File: config.mk
export PLATFORM = sky130hd
export DESIGN_NAME = sram_strobe_ctrl
export DESIGN_NICKNAME = d
export VERILOG_FILES = /design/src/rtl/sram_ctrl_pkg.sv /design/src/rtl/sram_seq_ctrl.sv /design/src/rtl/sram_data_path.sv /design/src/rtl/sram_strobe_ctrl.sv
export SDC_FILE = /design/constraint.sdc
export NUM_CORES = 1
export LEC_CHECK = 0
export BUFFER_PORTS_ARGS = -buffer_cell sky130_fd_sc_hd__buf_2
export CORE_MARGIN = 5
export CORE_UTILIZATION = 45
export DETAILED_ROUTE_END_ITERATION = 10
export PLACE_DENSITY = 0.71
export SYNTH_ARGS = -nofsm -noshare
export SYNTH_HDL_FRONTEND = slang
export SYNTH_SLANG_ARGS = --single-unit
File: constraint.sdc
create_clock -name clk -period 1.65 [get_ports clk]
set_input_delay 0.0825 -clock clk [delete_from_list [all_inputs] [get_ports clk]]
set_output_delay 0.0825 -clock clk [all_outputs]
set_load 0.03 [all_outputs]
File: src/rtl/sram_ctrl_pkg.sv
package sram_ctrl_pkg;

  // Registered pin strobes handed from the sequencer to the datapath.
  typedef struct packed {
    logic ceN;
    logic weN;
    logic oeN;
    logic drive;
  } strobe_t;

  typedef enum logic [2:0] {
    PH_IDLE,
    PH_READ,
    PH_WSETUP,
    PH_WPULSE,
    PH_WHOLD
  } phase_e;

  // Whole clock cycles covering a time in picoseconds, never below one.
  function automatic int unsigned cyclesFor(input int unsigned timePs,
                                            input int unsigned clkPs);
    int unsigned q;
    q = (timePs + clkPs - 1) / clkPs;
    return (q == 0) ? 1 : q;
  endfunction

  function automatic int unsigned max2(input int unsigned a, input int unsigned b);
    return (a > b) ? a : b;
  endfunction

  function automatic int unsigned max3(input int unsigned a, input int unsigned b,
                                       input int unsigned c);
    return max2(max2(a, b), c);
  endfunction

endpackage

File: src/rtl/sram_seq_ctrl.sv
module sram_seq_ctrl
  import sram_ctrl_pkg::*;
#(
  parameter int unsigned RD_CYC    = 3,
  parameter int unsigned WP_CYC    = 2,
  parameter int unsigned HOLD_CYC  = 1,
  parameter int unsigned RC_CYC    = 3,
  parameter int unsigned DRV_DLY   = 0,
  parameter bit          OE_LOW_WR = 1'b0,
  parameter int unsigned CNT_W     = 3
) (
  input  logic    clk,
  input  logic    rstN,
  input  logic    reqValid,
  input  logic    reqWrite,
  output logic    reqReady,
  output logic    accept,
  output logic    capture,
  output logic    rspValid,
  output strobe_t strobes
);

  localparam logic [CNT_W-1:0] RD_LAST   = CNT_W'(RD_CYC - 1);
  localparam logic [CNT_W-1:0] WP_LAST   = CNT_W'(WP_CYC - 1);
  localparam logic [CNT_W-1:0] HOLD_LAST = CNT_W'(HOLD_CYC - 1);
  localparam logic [CNT_W-1:0] RC_LOAD   = CNT_W'(RC_CYC);
  localparam logic [CNT_W-1:0] DRV_START = CNT_W'(DRV_DLY);

  phase_e          phaseQ, phaseD;
  logic [CNT_W-1:0] cntQ, cntD;
  logic [CNT_W-1:0] recovQ, recovD;
  strobe_t          strobeQ;
  logic             rspQ;

  // Read-enable level while writing: the variant picks it once.
  logic wrOeN;
  generate
    if (OE_LOW_WR) begin : g_oe_low
      assign wrOeN = 1'b0;
    end else begin : g_oe_high
      assign wrOeN = 1'b1;
    end
  endgenerate

  function automatic strobe_t decodeStrobes(input phase_e ph, input logic [CNT_W-1:0] cnt,
                                            input logic oeLevel);
    strobe_t s;
    s = '{ceN: 1'b1, weN: 1'b1, oeN: 1'b1, drive: 1'b0};
    case (ph)
      PH_READ: begin
        s.ceN = 1'b0;
        s.oeN = 1'b0;
      end
      PH_WSETUP: begin
        s.ceN = 1'b0;
        s.oeN = oeLevel;
      end
      PH_WPULSE: begin
        s.ceN   = 1'b0;
        s.weN   = 1'b0;
        s.oeN   = oeLevel;
        s.drive = (cnt >= DRV_START);
      end
      PH_WHOLD: begin
        s.ceN   = 1'b0;
        s.oeN   = oeLevel;
        s.drive = oeLevel;
      end
      default: ;
    endcase
    return s;
  endfunction

  assign reqReady = (phaseQ == PH_IDLE) && (recovQ == '0);
  assign accept   = reqValid && reqReady;

  always_comb begin
    phaseD  = phaseQ;
    cntD    = cntQ + 1'b1;
    recovD  = recovQ;
    capture = 1'b0;
    case (phaseQ)
      PH_IDLE: begin
        cntD = '0;
        if (recovQ != '0) recovD = recovQ - 1'b1;
        if (accept) phaseD = reqWrite ? PH_WSETUP : PH_READ;
      end
      PH_READ: begin
        if (cntQ == RD_LAST) begin
          capture = 1'b1;
          phaseD  = PH_IDLE;
          cntD    = '0;
          recovD  = RC_LOAD;
        end
      end
      PH_WSETUP: begin
        phaseD = PH_WPULSE;
        cntD   = '0;
      end
      PH_WPULSE: begin
        if (cntQ == WP_LAST) begin
          phaseD = PH_WHOLD;
          cntD   = '0;
        end
      end
      PH_WHOLD: begin
        if (cntQ == HOLD_LAST) begin
          phaseD = PH_IDLE;
          cntD   = '0;
          recovD = RC_LOAD;
        end
      end
      default: begin
        phaseD = PH_IDLE;
        cntD   = '0;
      end
    endcase
  end

  always_ff @(posedge clk) begin
    if (!rstN) begin
      phaseQ  <= PH_IDLE;
      cntQ    <= '0;
      recovQ  <= RC_LOAD;
      strobeQ <= '{ceN: 1'b1, weN: 1'b1, oeN: 1'b1, drive: 1'b0};
      rspQ    <= 1'b0;
    end else begin
      phaseQ  <= phaseD;
      cntQ    <= cntD;
      recovQ  <= recovD;
      strobeQ <= decodeStrobes(phaseD, cntD, wrOeN);
      rspQ    <= capture;
    end
  end

  assign strobes  = strobeQ;
  assign rspValid = rspQ;

endmodule

File: src/rtl/sram_data_path.sv
module sram_data_path
  import sram_ctrl_pkg::*;
#(
  parameter int unsigned ADDR_W = 18,
  parameter int unsigned DATA_W = 8
) (
  input  logic              clk,
  input  logic              rstN,
  input  logic              load,
  input  logic [ADDR_W-1:0] reqAddr,
  input  logic [DATA_W-1:0] reqWdata,
  input  logic              capture,
  input  strobe_t           strobes,
  input  logic [DATA_W-1:0] sramDqIn,
  output logic [ADDR_W-1:0] sramAddr,
  output logic [DATA_W-1:0] sramDqOut,
  output logic              sramDqOe,
  output logic              sramCeN,
  output logic              sramWeN,
  output logic              sramOeN,
  output logic [DATA_W-1:0] rspRdata
);

  logic [ADDR_W-1:0] addrQ;
  logic [DATA_W-1:0] wdataQ;
  logic [DATA_W-1:0] rdataQ;

  // Address and write data are frozen for the whole access.
  always_ff @(posedge clk) begin
    if (!rstN) begin
      addrQ  <= '0;
      wdataQ <= '0;
    end else if (load) begin
      addrQ  <= reqAddr;
      wdataQ <= reqWdata;
    end
  end

  always_ff @(posedge clk) begin
    if (!rstN) rdataQ <= '0;
    else if (capture) rdataQ <= sramDqIn;
  end

  assign sramAddr  = addrQ;
  assign sramDqOut = wdataQ;
  assign sramDqOe  = strobes.drive;
  assign sramCeN   = strobes.ceN;
  assign sramWeN   = strobes.weN;
  assign sramOeN   = strobes.oeN;
  assign rspRdata  = rdataQ;

endmodule

File: src/rtl/sram_strobe_ctrl.sv
module sram_strobe_ctrl
  import sram_ctrl_pkg::*;
#(
  parameter int unsigned ADDR_W         = 18,
  parameter int unsigned DATA_W         = 8,
  parameter int unsigned CLK_PERIOD_PS  = 4000,
  parameter int unsigned T_RC_PS        = 10000,
  parameter int unsigned T_AA_PS        = 10000,
  parameter int unsigned T_OEACC_PS     = 4500,
  parameter int unsigned T_WC_PS        = 10000,
  parameter int unsigned T_AW_PS        = 8000,
  parameter int unsigned T_PW_OEHI_PS   = 8000,
  parameter int unsigned T_PW_OELO_PS   = 10000,
  parameter int unsigned T_DSU_PS       = 6000,
  parameter int unsigned T_WE_HIZ_PS    = 5000,
  parameter bit          OE_LOW_WR      = 1'b0
) (
  input  logic              clk,
  input  logic              rstN,
  input  logic              reqValid,
  output logic              reqReady,
  input  logic              reqWrite,
  input  logic [ADDR_W-1:0] reqAddr,
  input  logic [DATA_W-1:0] reqWdata,
  output logic              rspValid,
  output logic [DATA_W-1:0] rspRdata,
  output logic [ADDR_W-1:0] sramAddr,
  output logic              sramCeN,
  output logic              sramWeN,
  output logic              sramOeN,
  output logic [DATA_W-1:0] sramDqOut,
  output logic              sramDqOe,
  input  logic [DATA_W-1:0] sramDqIn
);

  localparam int unsigned RD_CYC = max3(cyclesFor(T_RC_PS, CLK_PERIOD_PS),
                                        cyclesFor(T_AA_PS, CLK_PERIOD_PS),
                                        cyclesFor(T_OEACC_PS, CLK_PERIOD_PS));
  localparam int unsigned RC_CYC  = cyclesFor(T_RC_PS, CLK_PERIOD_PS);
  localparam int unsigned WC_CYC  = cyclesFor(T_WC_PS, CLK_PERIOD_PS);
  localparam int unsigned PW_CYC  = OE_LOW_WR ? cyclesFor(T_PW_OELO_PS, CLK_PERIOD_PS)
                                              : cyclesFor(T_PW_OEHI_PS, CLK_PERIOD_PS);
  localparam int unsigned DRV_DLY = OE_LOW_WR ? cyclesFor(T_WE_HIZ_PS, CLK_PERIOD_PS) : 0;
  localparam int unsigned WP_CYC  = max3(PW_CYC, cyclesFor(T_AW_PS, CLK_PERIOD_PS),
                                         DRV_DLY + cyclesFor(T_DSU_PS, CLK_PERIOD_PS));
  localparam int unsigned HOLD_CYC = (WC_CYC > WP_CYC + 1) ? (WC_CYC - WP_CYC - 1) : 1;
  localparam int unsigned CNT_W   = $clog2(max3(RD_CYC, WP_CYC, max2(HOLD_CYC, RC_CYC)) + 1);

  strobe_t strobes;
  logic    accept;
  logic    capture;

  // Derived windows, visible to the bound checker.
  logic [15:0] cfgWpCyc;
  logic [15:0] cfgRcCyc;
  assign cfgWpCyc = 16'(WP_CYC);
  assign cfgRcCyc = 16'(RC_CYC);

  sram_seq_ctrl #(
    .RD_CYC   (RD_CYC),
    .WP_CYC   (WP_CYC),
    .HOLD_CYC (HOLD_CYC),
    .RC_CYC   (RC_CYC),
    .DRV_DLY  (DRV_DLY),
    .OE_LOW_WR(OE_LOW_WR),
    .CNT_W    (CNT_W)
  ) ctrl_i (
    .clk     (clk),
    .rstN    (rstN),
    .reqValid(reqValid),
    .reqWrite(reqWrite),
    .reqReady(reqReady),
    .accept  (accept),
    .capture (capture),
    .rspValid(rspValid),
    .strobes (strobes)
  );

  sram_data_path #(
    .ADDR_W(ADDR_W),
    .DATA_W(DATA_W)
  ) path_i (
    .clk      (clk),
    .rstN     (rstN),
    .load     (accept),
    .reqAddr  (reqAddr),
    .reqWdata (reqWdata),
    .capture  (capture),
    .strobes  (strobes),
    .sramDqIn (sramDqIn),
    .sramAddr (sramAddr),
    .sramDqOut(sramDqOut),
    .sramDqOe (sramDqOe),
    .sramCeN  (sramCeN),
    .sramWeN  (sramWeN),
    .sramOeN  (sramOeN),
    .rspRdata (rspRdata)
  );

endmodule

==> run_results.csv, run 1 <==
group,metric,value,unit
status,status,"finished, final reports clean",
yosys,synth_cells,219,
timing,holdWs,0.0203,ns
route,vias,1664,
timing,slew_headroom,75.8,%
global_routing,grt_max_degree,32,
floorplan,start_util,46.6,%
worst_setup_path,worstSetupPathType,"flip-flop to flip-flop",
worst_setup_path,cpMaxStageDelayCell,"and2_2",
worst_setup_path,cp.arrival,1.84,ns
floorplan,die-area,5950,sq um
worst_setup_path,r2r_cells,6,
worst_setup_path,worstPathCellList,"inv_1 -> ha_1 -> nor4b_4 -> and2_2 -> nand2_1 -> a21boi_2",
timing,post-route-period-util,97.5,%
worst_setup_path,end_kind,"flip-flop",
placement,dp.cells,339,
min_path,min-delay-start,"reqAddr[4]",
floorplan,rows,24,
yosys,synth_area,2030,sq um
floorplan,core,4350,sq um
global_routing,grt_util_all_layers,14.2,%
yosys,synth_seq_cells,46,
cells_and_area,fin_util,58.3,%
timing,period_needed,1.61,ns
worst_setup_path,start_kind,"flip-flop",
timing,hold_violations,0,
cts,hold_buffers,0,
route,drc,0,
global_routing,grt_pass1_vias,1630,
cts,cts_max_level,2,
global_routing,grt_pass1_wl,7050,um
worst_setup_path,r2r_start,"ctrl_i.recovQ[0]$_SDFFE_PN1P_",
min_path,hold_class,"input pin to flip-flop",
yosys,ys_warn_count,0,
power,leakagePower,1.10,nW
worst_setup_path,cp_num_buf_inv,1,
placement,place.gp.congestion,0.836,
cts,cts_root_buf,"clkbuf_8",
worst_setup_path,ff2ff_setup_slack,0.04,ns
floorplan,io_pins,78,
cells_and_area,layout_common_cells,"77 x buf_2, 71 x nand2_1, 45 x dfxtp_1",
cells_and_area,final_layout_size_suffix_gt1_share,41.0,%
global_routing,grt-ovfl-total,0,
placement,numPortBuffers,77,
timing,timing.fmax,622,MHz
cts,clk-insertion-delay-late,0.29,ns
yosys,avgSynthCellArea,9.26,sq um
cts,post_cts_buffers,0,
power,power,2.58,mW
placement,dp_hpwl,3140,um
yosys,seq_area_frac_synth,45.4,%
timing,grt_setup_unrepaired,"yes",
timing,tightest_slew,0.362,ns
power,vdd_drop_max,0.587,mV
cells_and_area,areaGrowthSynthToFinish,25.2,%
worst_setup_path,cp.required,1.88,ns
cts,cts_buffer_depth,2,
route,drt_iter0_markers,89,
timing,layout_setup_ws,0.0415,ns
cells_and_area,final_common_cell,"buf_2",
worst_setup_path,path_max_fanout,13,
route,wl_per_cell,12.6,um
run,maxCapViolations,0,
route,drtAntennaViolNets,0,
cells_and_area,nets,340,
route,finalWirelength,4380,um
global_routing,antenna_found_initial,0,
cts,cts_made_buffers,5,
floorplan,fp.dieH,77.1,um
yosys,syn_nets,264,
cts,clkTransAtPathRegs,0.08,ns
placement,dp_slack,0.0767,ns
cts,cts_tree,"built",
worst_setup_path,slowest_delay,0.42,ns
min_path,holdPathStages,3,
yosys,ys_types,35,
cells_and_area,fin_cells,347,
cells_and_area,n_antenna_cell,0,
worst_setup_path,crit_family,"simple AND/OR/NAND/NOR gates",
worst_setup_path,rr_endpoint,"path_i.sramAddr[7]$_SDFFE_PN0P_",
power,power_density,1010,nW/um^2
timing,slew_viol_final,0,
route,vias_per_cell,4.80,
floorplan,die_x,77.1,um
timing,setup_viol,0,
cts,cts.sinks,46,
route,dr.pass1.iters,4,
min_path,min_to,"path_i.sramAddr[4]$_SDFFE_PN0P_",
timing,fin_skew,0.00720,ns
[through the flow]
step	area [sq um]	setup TNS, ns
after floorplan	2030	-0.294
after global placement	2410	0
after detailed placement	2410	0
after CTS	2520	0
after global routing	2540	-0.293
final	2540	0
[where the power goes]
group	internal (mW)	switching, mW
sequential	1.18	0.0360
clock	0.485	0.352
combinational	0.207	0.313
[worst max path at each step]
stage,startpoint,to,slack (ns),depth (start not counted)
global placement,ctrl_i.cntQ[0]$_SDFF_PN0_,ctrl_i.recovQ[0]$_SDFFE_PN1P_,0.16,6
floorplan,ctrl_i.recovQ[0]$_SDFFE_PN1P_,path_i.sramAddr[10]$_SDFFE_PN0P_,-0.02,8
detailed placement,ctrl_i.cntQ[0]$_SDFF_PN0_,ctrl_i.recovQ[0]$_SDFFE_PN1P_,0.08,6
global route,ctrl_i.recovQ[0]$_SDFFE_PN1P_,path_i.sramAddr[7]$_SDFFE_PN0P_,-0.03,6
CTS,ctrl_i.cntQ[0]$_SDFF_PN0_,ctrl_i.recovQ[0]$_SDFFE_PN1P_,0.04,6
finish,ctrl_i.recovQ[0]$_SDFFE_PN1P_,path_i.sramAddr[7]$_SDFFE_PN0P_,0.04,6
[synthesized netlist by cell type (all sizes together)]
cell | count | area share, %
a21boi | 37 | 17
a21o | 1 | 0.37
a21oi | 3 | 0.74
a31oi | 1 | 0.31
a32oi | 2 | 0.86
and2 | 3 | 1.0
and2b | 1 | 0.37
and3 | 1 | 0.31
buf | 7 | 3.9
clkbuf | 7 | 1.3
dfxtp | 46 | 45
ha | 7 | 4.3
inv | 6 | 1.1
mux2 | 1 | 0.56
nand2 | 75 | 14
nand2b | 2 | 0.62
nand3 | 3 | 0.74
nand3b | 2 | 0.74
nand4 | 1 | 0.31
nor2 | 2 | 0.37
nor2b | 4 | 1.2
nor4b | 2 | 1.6
o211ai | 1 | 0.37
o21ai | 1 | 0.25
o31ai | 2 | 0.99
xor2 | 1 | 0.43
[state kept, by name, indices dropped and copies added, names as in the netlist]
name,count
ctrl_i.cntQ,2
path_i.sramDqOut,8
ctrl_i.phaseQ,3
ctrl_i.strobes,4
path_i.sramAddr,18
ctrl_i.rspValid,1
path_i.rspRdata,8
ctrl_i.recovQ,2
[layer usage]
layer | vias up | wire length [um] | GRT usage (%)
met5 | - | 0 | 0
met4 | 0 | 55 | 4.81
met3 | 5 | 359 | 5.97
met2 | 51 | 2040 | 23.8
met1 | 745 | 1930 | 16.2
li1 | 863 | - | -
[final cells by class]
type	instances	area (sq um)
clock buffers	6	82.6
clock inverters	1	30.0
fillers	401	1820
inverters	6	22.5
multi-input cells	154	993
flip-flops and latches	46	922
well taps	52	65.1
repair buffers	82	423
[cells by family (layout without fill, tap and decap cells)]
| logic type | Yosys count | after routing | synth area share [%] |
|---|---|---|---|
| adder cells (fa/ha/maj) | 7 | 7 | 4.32 |
| multiplexers | 1 | 1 | 0.555 |
| buffers and inverters | 20 | 95 | 6.29 |
| AO/OA/AOI/OAI | 48 | 48 | 21.3 |
| AND/OR/NAND/NOR | 96 | 97 | 21.7 |
| flip-flops | 46 | 46 | 45.4 |
| XOR/XNOR | 1 | 1 | 0.432 |
[tightest hold or removal path, stage by stage]
cell and delay, ns:
buf_2 0.10, nand2_2 0.05, a21boi_2 0.04
[timing repair]
action / CTS / global route
resized for setup: 0 / 4
endpoints found under the hold margin: 0 / 0
endpoints found under the setup margin: 0 / 5
(Power assumes the default switching activity.)
==> inputs of run 2 (changes only) <==
CELL_PAD_IN_SITES_DETAIL_PLACEMENT = 1   (was default)
CELL_PAD_IN_SITES_GLOBAL_PLACEMENT = 1   (was default)
CORE_UTILIZATION = 35   (was 45)
PLACE_DENSITY = 0.75   (was 0.71)
==> run 2 against run 1 <==
Setup slack got worse by 0.0053 ns. Flip-flop and latch count unchanged. Total power is 2.1% higher. Clock skew is 0.0016 ns lower. Clock power decreased by 0.8%. Cell count up 7.2%. Core utilization fell by 11 points. Final area grew 3.2%. Critical path depth unchanged. Via count rose by 4.4%. Critical path type unchanged.
==> run_results.csv, run 2 (synthesis results as in run 1) <==
group,metric,value,unit
global_routing,grt_pass1_wl,8090,um
power,p_sw,0.761,mW
floorplan,fp.dieH,86.1,um
placement,dp_hpwl,3780,um
cells_and_area,areaGrowthSynthToFinish,29.2,%
cells_and_area,final_common_cell,"buf_2",
route,finalWirelength,5430,um
cells_and_area,nets,344,
cells_and_area,fillCellCount,697,
global_routing,grt_pass1_vias,1752,
floorplan,rows,27,
timing,post-route-period-util,97.8,%
cells_and_area,layout_common_cells,"76 x buf_2, 71 x nand2_1, 46 x dfxtp_1",
worst_setup_path,cp.required,1.82,ns
global_routing,grt_util_all_layers,13.8,%
cts,cts_max_level,2,
power,power_density,1000,nW/um^2
cts,cts.sinks,46,
global_routing,antenna_found_initial,0,
power,intPower,1.87,mW
timing,tightest_slew,0.441,ns
timing,period_needed,1.61,ns
worst_setup_path,cp.arrival,1.78,ns
global_routing,grt-ovfl-total,0,
power,leakagePower,1.12,nW
cts,cts_root_buf,"clkbuf_8",
power,power_frac_comb,22.1,%
power,seqPwrFrac,46.4,%
timing,slew_headroom,70.6,%
timing,hold_violations,0,
min_path,hold_class,"input pin to flip-flop",
floorplan,core,5570,sq um
route,dr.pass1.iters,3,
cells_and_area,final_layout_size_suffix_gt1_share,40.0,%
route,vias,1738,
floorplan,start_util,36.4,%
status,status,"finished, final reports clean",
cells_and_area,largest_register_ff_count,18,
timing,holdWs,0.0169,ns
floorplan,die-area,7420,sq um
floorplan,io_pins,78,
cells_and_area,n_antenna_cell,0,
power,vdd_drop_max,0.364,mV
route,drt_iter0_markers,58,
cts,clkTransAtPathRegs,0.09,ns
route,drtAntennaViolNets,0,
worst_setup_path,end_kind,"flip-flop",
worst_setup_path,worstSetupPathType,"flip-flop to flip-flop",
global_routing,grt_max_degree,31,
timing,timing.fmax,620,MHz
timing,slew_viol_final,0,
power,switching_share,28.9,%
placement,dp_slack,0.0263,ns
placement,place.gp.congestion,0.762,
route,drc,0,
placement,numPortBuffers,77,
cts,cts_made_buffers,5,
cts,clk-insertion-delay-late,0.30,ns
route,wl_per_cell,14.6,um
cts,cts_buffer_depth,2,
timing,setup_viol,0,
worst_setup_path,start_kind,"flip-flop",
timing,layout_setup_ws,0.0363,ns
route,vias_per_cell,4.67,
worst_setup_path,path_max_fanout,4,
power,clock_power_share,31.6,%
timing,grt_setup_unrepaired,"yes",
timing,fin_skew,0.00565,ns
run,maxCapViolations,0,
floorplan,die_x,86.1,um
cts,cts_tree,"built",
==> run 2: power by group through the flow <==
| stage | Clock [mW] | Combinational [mW] | Sequential, mW |
|---|---|---|---|
| floorplan | 0 | 0.309 | 1.32 |
| global placement | 0 | 0.510 | 1.24 |
| detailed placement | 0 | 0.523 | 1.25 |
| CTS | 0.861 | 0.527 | 1.22 |
| global route | 0.909 | 0.638 | 1.23 |
| finish | 0.830 | 0.580 | 1.22 |
==> run 2: cell type report <==
cell class / instances / area [sq um] / share of cell area (%)
repair buffers: 85 / 464 / 17.7
clock inverters: 1 / 30.0 / 1.15
well taps: 72 / 90.1 / 3.44
flip-flops and latches: 46 / 921 / 35.1
inverters: 6 / 22.5 / 0.860
clock buffers: 7 / 76.3 / 2.91
multi-input cells: 155 / 1020 / 38.8
==> run 2: path summary, 6_finish.rpt <==
| kind | startpoint | to | slack [ns] | cells past startpoint |
|---|---|---|---|---|
| min reg2reg | path_i.sramAddr[15]$_SDFFE_PN0P_ | path_i.sramAddr[15]$_SDFFE_PN0P_ | 0.46 | 2 |
| max reg2reg | ctrl_i.recovQ[0]$_SDFFE_PN1P_ | ctrl_i.recovQ[0]$_SDFFE_PN1P_ | 0.04 | 6 |
| min | reqAddr[0] | path_i.sramAddr[0]$_SDFFE_PN0P_ | 0.02 | 3 |
| max | ctrl_i.recovQ[0]$_SDFFE_PN1P_ | ctrl_i.recovQ[0]$_SDFFE_PN1P_ | 0.04 | 6 |
==> run 2: critical path: stages, from the launching register on <==
cell and delay, ns:
dfxtp_1 0.35, inv_1 0.08, ha_1 0.21, nor2b_1 0.14, o31ai_2 0.32, nor4b_2 0.26, o21ai_0 0.12
==> run 2: metrics by stage <==
step                      power (mW)  instances  util [%]  instance area, sq um  setup TNS [ns]
after global placement          1.75        359      43.7                  2440               0
after global routing            2.77        372      47.0                  2620          -0.131
after detailed placement        1.77        359      43.7                  2440               0
after floorplan                 1.63        219         -                  2030          -0.294
after CTS                       2.61        367      45.6                  2540               0
final                           2.63        372      47.0                  2620               0
==> run 2: per-layer routing <==
metal  routed length (um)  track usage [%]
met4                   72             4.32
met5                    0                0
met2                 2550             22.8
met1                 2340             16.3
met3                  460             5.57
==> run 2: repair_timing <==
item | CTS | global route
buffers inserted | 0 | 1
endpoints found under the hold margin | 0 | 2
hold buffers | 0 | 2
endpoints found under the setup margin | 0 | 30
gates resized for setup | 0 | 8
